<file path="src/rtl/ctrl_serial_pkg.sv">
package ctrl_serial_pkg;

   typedef enum logic {
      ACC_WRITE = 1'b0,
      ACC_READ  = 1'b1
   } acc_e;

   function automatic int frame_bits(input int sel_w, input int data_w);
      return 1 + sel_w + data_w;
   endfunction

endpackage

</file>
<file path="src/rtl/ctrl_frame_rx.sv">
module ctrl_frame_rx #(
   parameter int SEL_W   = 3,
   parameter int DATA_W  = 12,
   parameter int FRAME_W = ctrl_serial_pkg::frame_bits(SEL_W, DATA_W),
   parameter int CW      = $clog2(FRAME_W)
) (
   input  logic               sclk,
   input  logic               rst_n,
   input  logic               fsync_n,
   input  logic               sdi,
   output logic [CW-1:0]      cnt,
   output logic               hdr_done,
   output logic               frame_done,
   output logic [SEL_W:0]     hdr_word,
   output logic [FRAME_W-1:0] frame_word
);

   localparam logic [CW-1:0] LAST_SLOT = CW'(FRAME_W - 1);
   localparam logic [CW-1:0] HDR_SLOT  = CW'(SEL_W);

   logic [FRAME_W-2:0] shreg;

   always_ff @(posedge sclk or negedge rst_n) begin
      if (!rst_n) begin
         cnt   <= '0;
         shreg <= '0;
      end else if (fsync_n) begin
         cnt   <= '0;
      end else begin
         cnt   <= (cnt == LAST_SLOT) ? '0 : cnt + 1'b1;
         shreg <= {shreg[FRAME_W-3:0], sdi};
      end
   end

   assign hdr_done   = !fsync_n && (cnt == HDR_SLOT);
   assign frame_done = !fsync_n && (cnt == LAST_SLOT);
   assign hdr_word   = {shreg[SEL_W-1:0], sdi};
   assign frame_word = {shreg, sdi};

endmodule

</file>
<file path="src/rtl/ctrl_reg_bank.sv">
module ctrl_reg_bank #(
   parameter int SEL_W     = 3,
   parameter int DATA_W    = 12,
   parameter int NUM_BANKS = 4
) (
   input  logic                        sclk,
   input  logic                        rst_n,
   input  logic                        wr_en,
   input  logic [SEL_W-1:0]            wr_sel,
   input  logic [DATA_W-1:0]           wr_data,
   output logic [NUM_BANKS*DATA_W-1:0] bank_flat
);

   for (genvar g = 0; g < NUM_BANKS; g++) begin : g_reg
      logic [DATA_W-1:0] q;

      always_ff @(posedge sclk or negedge rst_n) begin
         if (!rst_n)
            q <= '0;
         else if (wr_en && (wr_sel == SEL_W'(g)))
            q <= wr_data;
      end

      assign bank_flat[g*DATA_W +: DATA_W] = q;
   end

endmodule

</file>
<file path="src/rtl/ctrl_rd_drive.sv">
module ctrl_rd_drive #(
   parameter int SEL_W   = 3,
   parameter int DATA_W  = 12,
   parameter int FRAME_W = ctrl_serial_pkg::frame_bits(SEL_W, DATA_W),
   parameter int CW      = $clog2(FRAME_W)
) (
   input  logic              sclk,
   input  logic              rst_n,
   input  logic              fsync_n,
   input  logic [CW-1:0]     cnt,
   input  logic              hdr_done,
   input  logic              frame_done,
   input  logic              hdr_rw,
   input  logic [DATA_W-1:0] rd_data,
   output logic              sdo
);

   localparam logic [CW-1:0] DATA_SLOT = CW'(SEL_W + 1);

   logic              rd_act;
   logic [DATA_W-1:0] rd_word;
   logic [DATA_W-1:0] rd_aligned;
   logic              in_window;

   always_ff @(posedge sclk or negedge rst_n) begin
      if (!rst_n) begin
         rd_act  <= 1'b0;
         rd_word <= '0;
      end else if (fsync_n || frame_done) begin
         rd_act  <= 1'b0;
      end else if (hdr_done) begin
         rd_act  <= (hdr_rw == ctrl_serial_pkg::ACC_READ);
         rd_word <= rd_data;
      end
   end

   assign in_window  = !fsync_n && rd_act && (cnt >= DATA_SLOT);
   assign rd_aligned = rd_word << (cnt - DATA_SLOT);

   always_ff @(negedge sclk or negedge rst_n) begin
      if (!rst_n)
         sdo <= 1'b0;
      else
         sdo <= in_window & rd_aligned[DATA_W-1];
   end

endmodule

</file>
<file path="src/rtl/ctrl_serial_regs.sv">
module ctrl_serial_regs #(
   parameter int SEL_W     = 3,
   parameter int DATA_W    = 12,
   parameter int NUM_BANKS = 4
) (
   input  logic sclk,
   input  logic rst_n,
   input  logic fsync_n,
   input  logic sdi,
   output logic sdo
);

   localparam int FRAME_W = ctrl_serial_pkg::frame_bits(SEL_W, DATA_W);
   localparam int CW      = $clog2(FRAME_W);

   if (NUM_BANKS < 1 || NUM_BANKS > (1 << SEL_W)) begin : g_bad_banks
      $error("NUM_BANKS must lie between 1 and 2**SEL_W");
   end
   if (DATA_W < 2) begin : g_bad_width
      $error("DATA_W must be at least 2");
   end

   logic [CW-1:0]               cnt;
   logic                        hdr_done;
   logic                        frame_done;
   logic [SEL_W:0]              hdr_word;
   logic [FRAME_W-1:0]          frame_word;
   logic                        wr_en;
   logic [SEL_W-1:0]            wr_sel;
   logic [DATA_W-1:0]           wr_data;
   logic [NUM_BANKS*DATA_W-1:0] bank_flat;
   logic [SEL_W-1:0]            rd_sel;
   logic [DATA_W-1:0]           rd_data;

   ctrl_frame_rx #(.SEL_W(SEL_W), .DATA_W(DATA_W)) u_rx (
      .sclk       (sclk),
      .rst_n      (rst_n),
      .fsync_n    (fsync_n),
      .sdi        (sdi),
      .cnt        (cnt),
      .hdr_done   (hdr_done),
      .frame_done (frame_done),
      .hdr_word   (hdr_word),
      .frame_word (frame_word)
   );

   assign wr_en   = frame_done && (frame_word[FRAME_W-1] == ctrl_serial_pkg::ACC_WRITE);
   assign wr_sel  = frame_word[FRAME_W-2 -: SEL_W];
   assign wr_data = frame_word[DATA_W-1:0];

   ctrl_reg_bank #(.SEL_W(SEL_W), .DATA_W(DATA_W), .NUM_BANKS(NUM_BANKS)) u_bank (
      .sclk      (sclk),
      .rst_n     (rst_n),
      .wr_en     (wr_en),
      .wr_sel    (wr_sel),
      .wr_data   (wr_data),
      .bank_flat (bank_flat)
   );

   assign rd_sel = hdr_word[SEL_W-1:0];

   always_comb begin
      rd_data = '0;
      for (int i = 0; i < NUM_BANKS; i++) begin
         if (rd_sel == SEL_W'(i))
            rd_data = bank_flat[i*DATA_W +: DATA_W];
      end
   end

   ctrl_rd_drive #(.SEL_W(SEL_W), .DATA_W(DATA_W)) u_rd (
      .sclk       (sclk),
      .rst_n      (rst_n),
      .fsync_n    (fsync_n),
      .cnt        (cnt),
      .hdr_done   (hdr_done),
      .frame_done (frame_done),
      .hdr_rw     (hdr_word[SEL_W]),
      .rd_data    (rd_data),
      .sdo        (sdo)
   );

endmodule

</file>
<file path="config.mk">
export PLATFORM = sky130hd
export DESIGN_NAME = ctrl_serial_regs
export DESIGN_NICKNAME = d
export VERILOG_FILES = /design/src/rtl/ctrl_serial_pkg.sv /design/src/rtl/ctrl_frame_rx.sv /design/src/rtl/ctrl_reg_bank.sv /design/src/rtl/ctrl_rd_drive.sv /design/src/rtl/ctrl_serial_regs.sv
export SDC_FILE = /design/constraint.sdc
export NUM_CORES = 1
export LEC_CHECK = 0
export BUFFER_PORTS_ARGS = -buffer_cell sky130_fd_sc_hd__buf_2
export CAP_MARGIN = 20
export CELL_PAD_IN_SITES_DETAIL_PLACEMENT = 0
export CELL_PAD_IN_SITES_GLOBAL_PLACEMENT = 1
export CORE_MARGIN = 3
export CORE_UTILIZATION = 55
export CTS_CLUSTER_SIZE = 28
export DETAILED_ROUTE_END_ITERATION = 10
export MAX_ROUTING_LAYER = met4
export PLACE_DENSITY = 0.83
export SKIP_LAST_GASP = 1
export SLEW_MARGIN = 15
export SYNTH_ARGS = -nofsm -noshare
export SYNTH_HDL_FRONTEND = slang
export SYNTH_HIERARCHICAL = 1
export SYNTH_SLANG_ARGS = --single-unit
</file>
<file path="constraint.sdc">
create_clock -name sclk -period 3.58 [get_ports sclk]
set_input_delay 0.537 -clock sclk [delete_from_list [all_inputs] [get_ports sclk]]
set_output_delay 0.537 -clock sclk [all_outputs]
set_load 0.1 [all_outputs]
</file>
==> results by group <==
Worst setup path
  • Crit path max fanout: 1
  • Path type of the worst setup path: register to output pin
  • Worst Path Buf+Inv: 1
  • Worst Setup SP: u_rd/sdo$_DFF_NN0_
  • Slowest stage delay, CP: 420 ps
  • Worst flop-to-flop path startpoint: u_rx/cnt[0]$_DFF_PN0_
  • Worst path required time: 3040 ps
  • Crit. End Element: output pin
  • Largest delay share family, worst path: buffers and inverters
  • CP arrival: 2920 ps
  • Crit path cell chain: buf_2
  • Crit start category: register
  • Worst path slowest cell: buf_2

Yosys
  • Synth top area cells: dfrtp_1, mux2_2, mux2i_1, mux2_4, buf_6
  • Top cell type's share of synthesized area: 53.4%
  • Synth Register Bits: 81
  • Synthesized instance count: 247
  • Syn_nets: 253
  • Register area share after synthesis: 54.1%
  • Yosys top cell by area: dfrtp_1
  • Synth warn: 6
  • Yosys cell types: 31
  • Syn_area_per_cell: 15.2 sq um
  • Cell Area, Synth: 3750 sq um

GRT
  • Initial antenna violation count: 0
  • Overall Global Routing Usage: 18.7%
  • Grt ovf: 0
  • Largest net degree at the start of global routing: 81
  • Vias in the first global route: 1973
  • First-pass GRT wire length: 10.4 mm

Die
  • Core area: 6490 sq um
  • FP Rows: 29
  • Starting Density: 57.7%
  • Die area: 7840 sq um
  • Die X: 88.6 um
  • IO Count: 5
  • Die Span Y: 88.6 um

Clocking
  • CTS Buf Count: 9
  • Clock transition at path regs: 70 ps
  • Setup Fix Bufs, Post-CTS: 0
  • Hold buffers post-CTS: 0
  • Root buffer cell: clkbuf_8
  • # clock sinks: 81
  • H-tree Lvls: 3
  • Worst-skew pair later-pin latency: 340 ps
  • Clock Path Buffers: 2
  • TritonCTS clock tree: built
  • # resized after CTS: 0

Detailed routing
  • DRC: 0
  • Pre-Repair DR Iteration Count: 4
  • Via count: 1968
  • DRT iter0 DRCs: 74
  • Via density: 5.93
  • Drt wl/cell: 19.2 um
  • Antenna-violating nets left: 0
  • DRT Wirelength: 6.36 mm

Power and ir drop
  • PD cells: 511 nW/um^2
  • Clock power frac: 36.8%
  • Comb power frac: 9.3%
  • VDD IR-drop max: 0.000323 V
  • Reg power frac: 53.9%
  • Psw: 479 uW
  • Internal Power: 1.55 mW
  • Sw Ratio: 23.6%
  • Total power: 2.03 mW
  • Leakage: 1.95 nW

Timing
  • Clock skew: 12.0 ps
  • Slew HR: 33.4%
  • RSZ-0062 raised after global routing: false
  • TNS Setup: 0 ps
  • Tightest Pin Transition: 1000 ps
  • Pins over their slew limit: 0
  • Final Hold Vio Count: 0
  • Setup violators final: 0
  • Worst setup margin: 127 ps

Flow run
  • Max-cap violations: 0

Finish
  • Sequential cell area: 2030 sq um
  • Area Overhead vs Synth: 5.91%
  • Share of cells above drive strength 1: 41.2%
  • Final Cell Area: 3970 sq um
  • Nets: 257
  • Number of antenna diodes: 0
  • Most frequent cells in the layout: dfrtp_1, mux2_2, mux2i_1
  • Area occupied by multi-input gates: 1540 sq um
  • Commonest non-fill, non-tap cell in the layout: dfrtp_1
  • Number of fill cells: 506
  • Final core occ: 61.1%

Placed design
  • GPL Wtd Cong: 0.792
  • Area post-placement: 3740 sq um
  • PortBufs: 4
  • Pre-CTS WS: 366 ps
  • HPWL Detailed: 3.83 mm

Worst hold path
  • Worst min path class: input port to async pin

Outcome
  • Outcome: complete, no violations
[kinds of logic after synthesis]
logic type                 count (synthesis)  synth area share, %
adders and majority gates                  2                0.667
DFF                                       81                 54.1
AOI/OAI and AO/OA                         17                 2.77
xor gates and xnor gates                   1                0.234
muxes                                    104                 32.5
buffers and inverters                     20                 4.87
and+or+nand+nor                           22                 4.87
[final cells by class]
cell class                 instances  share of cell area, %
sequential                        81                   51.0
inverter                           3                  0.284
multi-input combinational        146                   38.8
clock buffer                      13                   4.25
tap                               77                   2.43
clock inverter                     2                   1.51
timing repair buffer              10                   1.70
[state kept, by name, summed over array words and instances (netlist names)]
name / cells
u_rd/sdo: 1
u_bank/g.q: 48
u_rd/rd_act: 1
u_rx/cnt: 4
u_rx/shreg: 15
u_rd/rd_word: 12
[synth_stat cells]
master / instances
nor2_1: 5
nor2b_1: 3
ha_1: 2
or2b_2: 1
and4b_1: 1
nand2_1: 2
mux2_4: 14
xnor2_1: 1
nor3b_2: 1
inv_1: 3
nand4b_1: 2
dfrtp_1: 80
buf_2: 1
or2_1: 1
dfrtn_1: 1
o21ai_0: 1
a22o_1: 1
nor4b_4: 1
buf_6: 7
mux4_1: 2
buf_4: 7
buf_12: 1
mux2_2: 61
nor3_1: 1
buf_8: 1
nor4b_2: 1
o22ai_1: 12
mux2i_1: 27
and4bb_4: 2
nor4_1: 1
a21oi_1: 3
[through the flow]
step,hold WS (ps),std cells
2_1_floorplan,241,247
3_3_place_gp,487,317
3_5_place_dp,493,317
4_1_cts,487,332
5_1_grt,506,332
6_report,452,332
[final timing paths]
check / to / slack [ps] / depth (start not counted)
setup reg to reg: u_rd/sdo$_DFF_NN0_ / 330 / 3
setup / recovery: sdo / 130 / 1
min in group sclk: u_rx/shreg[0]$_DFFE_PN0N_ / 500 / 2
hold reg to reg: u_rd/rd_word[6]$_DFFE_PN0P_ / 510 / 1
max in group asynchronous: u_rd/sdo$_DFF_NN0_ / 1800 / 1
hold / removal: u_bank/g_reg[1].q[11]$_DFFE_PN0P_ / 450 / 2
[per-layer routing]
layer | GRT usage [%] | wire, um | vias to the layer above
li1 | - | - | 907
met1 | 25.2 | 3180 | 1040
met2 | 27.5 | 2980 | 15
met3 | 4.47 | 124 | 6
met4 | 7.01 | 79 | 0
met5 | - | 0 | -
[power by group through the flow]
stage / clock network, mW / logic [mW] / registers (mW)
global placement: 0 / 0.187 / 1.11
finish: 0.747 / 0.189 / 1.09
global route: 0.809 / 0.202 / 1.11
CTS: 0.764 / 0.191 / 1.09
floorplan: 0 / 0.177 / 1.07
detailed placement: 0 / 0.190 / 1.11
Note: power is estimated with default switching activity, not from simulation.
